<file path="src/rtl/spi_guard_master.sv">
module spi_guard_master #(
  parameter int WIDTH = 8,
  parameter int NCS   = 2,
  parameter int SELW  = 3
) (
  input  logic                                 clk,
  input  logic                                 rst_n,
  input  logic                                 start,
  input  logic                                 cpol,
  input  logic                                 cpha,
  input  logic [1:0]                           tcs,
  input  logic [SELW-1:0]                      div_sel,
  input  logic [(NCS > 1 ? $clog2(NCS) : 1)-1:0] cs_sel,
  input  logic [WIDTH-1:0]                     tx_data,
  input  logic                                 miso,
  output logic                                 sclk,
  output logic                                 mosi,
  output logic [NCS-1:0]                       cs_n,
  output logic                                 busy,
  output logic                                 done,
  output logic [WIDTH-1:0]                     rx_data
);
  localparam int HMAX = 1 << ((1 << SELW) - 2);
  localparam int CNTW = $clog2(7 * HMAX + 1);
  localparam int ECW  = $clog2(2 * WIDTH + 1);

  typedef enum logic [1:0] {IDLE, RUN, LAG} st_t;

  st_t              st;
  logic [CNTW-1:0]  cnt, h_q, lag_q;
  logic [ECW-1:0]   edges;
  logic             sclk_q, pha_q, pol_q, done_q;
  logic [NCS-1:0]   cs_q;
  logic [WIDTH-1:0] sh, rx_sh, rx_q;

  logic [CNTW-1:0]  half, g_full, g_short;
  logic [ECW-1:0]   nxt;
  logic             capture, shift_ok;

  assign half    = (div_sel == '0) ? CNTW'(1) : (CNTW'(1) << (div_sel - SELW'(1)));
  assign g_full  = CNTW'({tcs, 1'b1}) * half;
  assign g_short = (div_sel == '0) ? CNTW'(tcs) + CNTW'(1) : g_full;

  assign nxt      = edges + ECW'(1);
  assign capture  = nxt[0] ^ pha_q;
  assign shift_ok = !capture && (nxt != ECW'(1)) && (nxt != ECW'(2 * WIDTH));

  always_ff @(posedge clk) begin
    if (!rst_n) begin
      st     <= IDLE;
      cnt    <= '0;
      h_q    <= '0;
      lag_q  <= '0;
      edges  <= '0;
      sclk_q <= 1'b0;
      pha_q  <= 1'b0;
      pol_q  <= 1'b0;
      done_q <= 1'b0;
      cs_q   <= '1;
      sh     <= '0;
      rx_sh  <= '0;
      rx_q   <= '0;
    end else begin
      done_q <= 1'b0;
      case (st)
        IDLE: begin
          sclk_q <= cpol;
          if (start) begin
            st    <= RUN;
            cs_q  <= ~(NCS'(1) << cs_sel);
            sh    <= tx_data;
            pha_q <= cpha;
            pol_q <= cpol;
            h_q   <= half;
            lag_q <= cpha ? g_short : g_full;
            cnt   <= (cpha ? g_full : g_short) - CNTW'(1);
            edges <= '0;
          end
        end
        RUN: begin
          if (cnt == '0) begin
            sclk_q <= ~sclk_q;
            edges  <= nxt;
            if (capture) rx_sh <= {rx_sh[WIDTH-2:0], miso};
            if (shift_ok) sh <= sh << 1;
            if (nxt == ECW'(2 * WIDTH)) begin
              st  <= LAG;
              cnt <= lag_q - CNTW'(1);
            end else begin
              cnt <= h_q - CNTW'(1);
            end
          end else begin
            cnt <= cnt - CNTW'(1);
          end
        end
        default: begin
          if (cnt == '0) begin
            st     <= IDLE;
            cs_q   <= '1;
            done_q <= 1'b1;
            rx_q   <= rx_sh;
          end else begin
            cnt <= cnt - CNTW'(1);
          end
        end
      endcase
    end
  end

  assign sclk    = sclk_q;
  assign mosi    = sh[WIDTH-1];
  assign cs_n    = cs_q;
  assign busy    = (st != IDLE);
  assign done    = done_q;
  assign rx_data = rx_q;

  a_r2_idle_follow: assert property (@(posedge clk) disable iff (!rst_n)
    (!busy && $past(!busy) && $past(rst_n)) |-> (sclk == $past(cpol)));

  a_r4_one_low: assert property (@(posedge clk) disable iff (!rst_n)
    busy |-> ($countones(~cs_n) == 1));

  a_r4_idle_high: assert property (@(posedge clk) disable iff (!rst_n)
    !busy |-> (cs_n == '1));

  a_r4_hold_sel: assert property (@(posedge clk) disable iff (!rst_n)
    (busy && $past(busy)) |-> $stable(cs_n));

  a_r10_done_single: assert property (@(posedge clk) disable iff (!rst_n)
    done |=> !done);

  a_r10_done_release: assert property (@(posedge clk) disable iff (!rst_n)
    done |-> (!busy && $past(busy) && (cs_n == '1) && $past(cs_n != '1)));

  a_r11_rest_level: assert property (@(posedge clk) disable iff (!rst_n)
    done |-> (sclk == pol_q));
endmodule

</file>
<file path="config.mk">
export PLATFORM = sky130hd
export DESIGN_NAME = spi_guard_master
export DESIGN_NICKNAME = d
export VERILOG_FILES = /design/src/rtl/spi_guard_master.sv
export SDC_FILE = /design/constraint.sdc
export NUM_CORES = 1
export LEC_CHECK = 0
export BUFFER_PORTS_ARGS = -buffer_cell sky130_fd_sc_hd__buf_2
export CAP_MARGIN = 20
export CORE_MARGIN = 10
export CORE_UTILIZATION = 44
export CTS_CLUSTER_SIZE = 8
export DETAILED_ROUTE_END_ITERATION = 6
export GPL_TIMING_DRIVEN = 0
export SYNTH_ARGS = -nofsm -noshare
export SYNTH_HDL_FRONTEND = slang
export SYNTH_SLANG_ARGS = --single-unit
</file>
<file path="constraint.sdc">
create_clock -name clk -period 9.7 [get_ports clk]
set_input_delay 1.94 -clock clk [delete_from_list [all_inputs] [get_ports clk]]
set_output_delay 1.94 -clock clk [all_outputs]
set_load 0.01 [all_outputs]
</file>
## After elaboration in Yosys (flattened, before gate mapping)

Index checks and enable logic that the tools add are counted.

- Flip-flop bits (word level): 63
- Bits in latches: 0
- RAM bits: 0
- Bits in read-only memories: 0
- Output and inout bits: 14
- Word-level logic and storage cells: 84
- Memories: 0

- Add/subtract/negate cells: 7
- Multiply operators: 1
- Div/mod/pow operators: 0
- Order comparisons: 0
- Equality and inequality tests: 9
- Shift operators: 2
- Muxes and demuxes: 27
- Bitwise logic cells: 6
- Reduce and logical (&&, ||, !) cells: 20

Operators with widths:

| cell | count |
|---|---|
| 2-to-1 mux 9 bit | 8 |
| subtractor 9 x 1 -> 9 bit, second input constant | 4 |
| 2-to-1 mux 8 bit | 3 |
| case mux 9 bit (2 select lines) | 1 |
| case mux 8 bit (2 select lines) | 1 |
| 2-to-1 mux 2 bit | 6 |
| 2-to-1 mux 5 bit | 2 |
| case mux 5 bit (2 select lines) | 1 |
| logical NOT 9 bit | 1 |
| multiplier 3 x 9 -> 9 bit | 1 |
| AND reduction 3 bit | 3 |
| left shift 1 x 3 -> 9 bit, first input constant | 1 |
| != test 2 bit, second input constant | 4 |
| case mux 2 bit (2 select lines) | 2 |
| AND reduction 2 bit | 4 |
| AND reduction 4 bit | 2 |
| nonzero test 2 bit | 3 |
| adder 5 x 1 -> 5 bit, second input constant | 1 |
| equality test 5 bit, second input constant | 1 |
| != test 5 x 1 -> 1 bit, second input constant | 1 |
| != test 5 bit, second input constant | 1 |
| inverter 1 bit | 4 |
| adder 2 x 1 -> 3 bit, second input constant | 1 |
| logical NOT 3 bit | 1 |
| other kinds (13) | 15 |

## Depth between registers and ports, before layout

- Depth in word-level cells: 9
- Depth in mapped cells: 14
- Mapped depth without buffers: 13

## Worst setup path after synthesis

No wires, ideal clock.

- Kind: input to register
- Start: in div_sel[1]
- End: reg cnt[7]
- Setup time: 0.092 ns
- Data arrival time: 4.938 ns
- Data required time: 9.608 ns
- Setup slack: 4.670 ns
- Stages: 13
- Path buffers: 1
- Cell sequence: buf_2 nor3b_1 nand2_1 fa_1 inv_1 ha_1 fa_1 a211oi_1 nor2_1 xor2_1 nor4b_1 o41a_1 o32ai_1

- Longest elaborated chain between the ends: 9

RTL lines:

| item | line | text |
|---|---|---|
| start: declaration | 12 | `input logic [SELW-1:0] div_sel,` |
| subtractor 3 x 1 -> 3 bit | 40 | `assign half = (div_sel == '0) ? CNTW'(1) : (CNTW'(1) << (div_sel - SELW'(1)));` |
| left shift 1 x 3 -> 9 bit | 40 |  |
| 2-to-1 mux 9 bit (*) | 40 |  |
| via half[1] | 36 | `logic [CNTW-1:0] half, g_full, g_short;` |
| multiplier 3 x 9 -> 9 bit (*) | 41 | `assign g_full = CNTW'({tcs, 1'b1}) * half;` |
| 2-to-1 mux 9 bit | 42 | `assign g_short = (div_sel == '0) ? CNTW'(tcs) + CNTW'(1) : g_full;` |
| 2-to-1 mux 9 bit (*) | 76 | `cnt <= (cpha ? g_full : g_short) - CNTW'(1);` |
| subtractor 9 x 1 -> 9 bit (*) | 76 |  |
| 2-to-1 mux 9 bit (*) | 68 | `if (start) begin` |
| case mux 9 bit (2 select lines) (*) | 65 | `case (st)` |
| end signal: assignment | 76 |  |
| end signal: assignment | 88 | `cnt <= lag_q - CNTW'(1);` |
| end signal: assignment | 90 | `cnt <= h_q - CNTW'(1);` |
| end: declaration | 30 | `logic [CNTW-1:0] cnt, h_q, lag_q;` |

Mark *: on every way through the listed nets, which the timed path passes. The rest lies on a longest branch. The select of a mux whose other input is x is not followed.
A chain may end at the register's enable or synchronous reset.

## Worst setup path after layout

- Start: in div_sel[1]
- End: reg cnt[6]

The elaborated chain is that of the path after synthesis.

==> reports/qor.tcl <==
set qor(commonest_non_fill_non_tap_cells_in_the_layout) {sky130_fd_sc_hd__nand2_1, sky130_fd_sc_hd__dfxtp_1, sky130_fd_sc_hd__nor2_1}
set qor(area_fraction_of_the_dominant_cell_type_after_synthesis_pct) 30.23
set qor(dominantRegCellSynth) {sky130_fd_sc_hd__dfxtp_1}
set qor(chipWidth_um) 116.6
set qor(grt_pass1_wl_um) 17600
set qor(fin_hold_ws_ns) 0.4514
set qor(worst_ep_required_time_ns) 9.92
set qor(layout.cells.most_common) {sky130_fd_sc_hd__nand2_1}
set qor(layout_min_cycle_time_ns) 5.193
set qor(via_count_of_the_first_global_routing_pass) 3641
set qor(slew_headroom_pct) 59.61
set qor(numCtsBuffers) 9
set qor(synth.distinct_cells) 68
set qor(power_density_nw_per_um2) 146.6
set qor(final_hold_violation_count) 0
set qor(clock_tree.root_cell) {sky130_fd_sc_hd__clkbuf_8}
set qor(place_ws_ns) 4.153
set qor(timing_max_transition_violations_final) 0
set qor(category_of_the_critical_setup_timing_path) {in2reg}
set qor(antenna_cells_inserted) 0
set qor(standard_cell_core_area_sq_um) 9153
set qor(clkLatencyLatePin_ns) 0.36
set qor(buffer_ports.inserted) 29
set qor(power.static_leakage_nw) 1.818
set qor(drt_antenna_net_count) 0
set qor(edff_count_synth) 0
set qor(area_delta_synth_final_pct) 11.34
set qor(ff_latch_count_synth) 62
set qor(max_cap_violations) 0
set qor(cts_resized) 0
set qor(timing.critical_path.fanout_max) 9
set qor(netlist_instances) 521
set qor(rsz0062_at_grt) {false}
set qor(starting_density_of_the_core_pct) 44.85
set qor(share_of_final_layout_standard_cells_stronger_than_drive_strength_1_pct) 12.90
set qor(grt_start_max_net_pins) 14
set qor(place.gp.congestion) 0.8885
set qor(routedWlPerCell_um) 15.89
set qor(tritoncts_num_sinks) 62
set qor(fin_cells) 677
set qor(drt_iter0_drc) 282
set qor(detailedRoute.firstPassIterationCount) 5
set qor(synthDominantAreaCellType) {sky130_fd_sc_hd__dfxtp_1}
set qor(remaining_drc_errors) 0
set qor(run_status) {completed}
set qor(die_height_um) 116.6
set qor(post_cts_hold_buffer_count) 0
set qor(mappedNetlistArea_sq_um) 4105
set qor(setup.worst_path.start_class) {input pin}
set qor(ios) 34
set qor(irDropWorstVdd_mv) 0.06939
set qor(tritoncts) {done}
set qor(globalRoute.totalOverflow) 0
set qor(async_reset_ff_share_pct) 0
set qor(number_of_nets_produced_by_synthesis) 561
set qor(fin_nets) 601
set qor(fp.dieArea_sq_um) 13590
set qor(std_cell_rows) 35
set qor(finalSetupViolations) 0
set qor(antenna_found_initial) 0
set qor(layout_setup_ws_ns) 4.507
set qor(dpl.cell_count) 661
set qor(syn_area_per_cell_sq_um) 7.879
set qor(class_of_the_tightest_hold_or_removal_check) {reg2reg}
set qor(yosysWarningCount) 0
set qor(cp_data_arrival_time_ns) 5.41
set qor(fmax_mhz) 192.6
set qor(cts.reportedPaths.clkPinSlew_ns) 0.08
set qor(postCtsSetupBuffers) 0
set qor(portion_of_the_post_synthesis_area_used_by_sequential_elements_pct) 30.23
set qor(h_tree_levels) 3
set qor(fin_skew_ns) 0.008041
set qor(via_count) 3781
set qor(grt_usage_pct) 16.19
set qor(cts.path.max_buffers) 2
set qor(slew_at_the_pin_closest_to_its_max_slew_limit_ns) 0.6059
set qor(final_core_utilization_pct) 49.94
set qor(finalWirelength_um) 10760
set qor(drt-vias-per-instance) 5.585
set qor(setup.worst_path.end_class) {register}
set qor(post-route-period-util_pct) 53.53
set qor(yosys-top-cells-area) {sky130_fd_sc_hd__dfxtp_1, sky130_fd_sc_hd__nand2_1, sky130_fd_sc_hd__a21oi_1, sky130_fd_sc_hd__nor2_1, sky130_fd_sc_hd__mux2i_1}
set qor(dp_hpwl_um) 8311
set qor(fin_tns_setup_ns) 0
-- sequential cells by signal, indices dropped and copies added (netlist names), 5 cells and up --
register  cells
rx_sh         8
edges         5
cnt           9
h_q           8
sh            8
lag_q         9
rx_data       8
-- synth_stat cells (all sizes together) (3+ instances only) --
| cell type | n |
|---|---|
| a211oi | 6 |
| xor2 | 9 |
| a22oi | 7 |
| a21oi | 43 |
| buf | 8 |
| xnor2 | 16 |
| nor4 | 7 |
| nand4b | 3 |
| o21ai | 18 |
| dfxtp | 62 |
| nor3b | 6 |
| inv | 14 |
| nor2b | 3 |
| mux2i | 17 |
| nand3 | 8 |
| a31oi | 7 |
| o211ai | 9 |
| and3b | 4 |
| a21o | 8 |
| nor4b | 5 |
| fa | 7 |
| ha | 13 |
| and2 | 12 |
| nor3 | 14 |
| nor2 | 53 |
| and3 | 7 |
| mux2 | 3 |
| nand2b | 6 |
| clkbuf | 20 |
| nand2 | 94 |
| or3 | 3 |
-- cell families after synthesis --
| group | synth area share, % |
|---|---|
| simple gates | 28.56 |
| mux | 5.059 |
| fa+ha+maj | 7.376 |
| other cells | 0.09135 |
| xor+xnor | 5.334 |
| buf+inv | 4.389 |
| flops | 30.23 |
| compound gates | 18.96 |
-- worst max-delay path: stages --
cell                       delay [ns]
sky130_fd_sc_hd__buf_2           0.18
sky130_fd_sc_hd__nor3b_1         0.48
sky130_fd_sc_hd__nand2_1         0.15
sky130_fd_sc_hd__fa_1            0.51
sky130_fd_sc_hd__inv_1           0.05
sky130_fd_sc_hd__ha_1            0.22
sky130_fd_sc_hd__fa_1            0.40
sky130_fd_sc_hd__a211oi_1        0.33
sky130_fd_sc_hd__nor2_1          0.10
sky130_fd_sc_hd__xor2_1          0.37
sky130_fd_sc_hd__xnor2_1         0.13
sky130_fd_sc_hd__a211oi_1        0.38
sky130_fd_sc_hd__o32ai_1         0.16
-- final cells by class --
| type | instances | area (sq um) |
|---|---|---|
| Timing Repair Buffer | 29 | 145.1 |
| Multi-Input combinational cell | 417 | 2684 |
| Sequential cell | 62 | 1241 |
| Clock buffer | 9 | 123.9 |
| Clock inverter | 7 | 57.56 |
| Tap cell | 111 | 138.9 |
| Fill cell | 932 | 4582 |
| Buffer | 28 | 127.6 |
| Inverter | 14 | 52.55 |
-- power by group --
group | internal (mW) | leakage (nW) | switching [mW]
registers | 0.268 | 0.505 | 0.0183
clock network | 0.0954 | 0.0829 | 0.115
logic | 0.0714 | 1.23 | 0.102
-- layer usage --
layer	GRT usage (%)	vias up	part of all wire [%]
met5	0	-	0
met3	2.928	8	5.5
met4	5.025	0	0.89
li1	-	1911	-
met2	26.40	78	47
met1	21.18	1784	46
-- per-stage QoR --
| stage | area, sq um | total power, mW |
|---|---|---|
| 6_report | 4571 | 0.6701 |
| 3_3_place_gp | 4389 | 0.4612 |
| 5_1_grt | 4571 | 0.7087 |
| 4_1_cts | 4571 | 0.6751 |
| 2_1_floorplan | 4105 | 0.4198 |
| 3_5_place_dp | 4389 | 0.4639 |
-- worst paths after layout --
kind / slack [ns] / to / start / cells after the start
max: 4.51 / cnt[6]$_SDFFE_PN0P_ / div_sel[1] / 13
min: 0.45 / rx_data[1]$_SDFFE_PN0P_ / rx_data[1]$_SDFFE_PN0P_ / 2
max reg2reg: 6.50 / cnt[6]$_SDFFE_PN0P_ / edges[0]$_SDFFE_PN0P_ / 12
min reg2reg: 0.45 / rx_data[1]$_SDFFE_PN0P_ / rx_data[1]$_SDFFE_PN0P_ / 2
No activity file was read; power rests on OpenSTA's default activity.
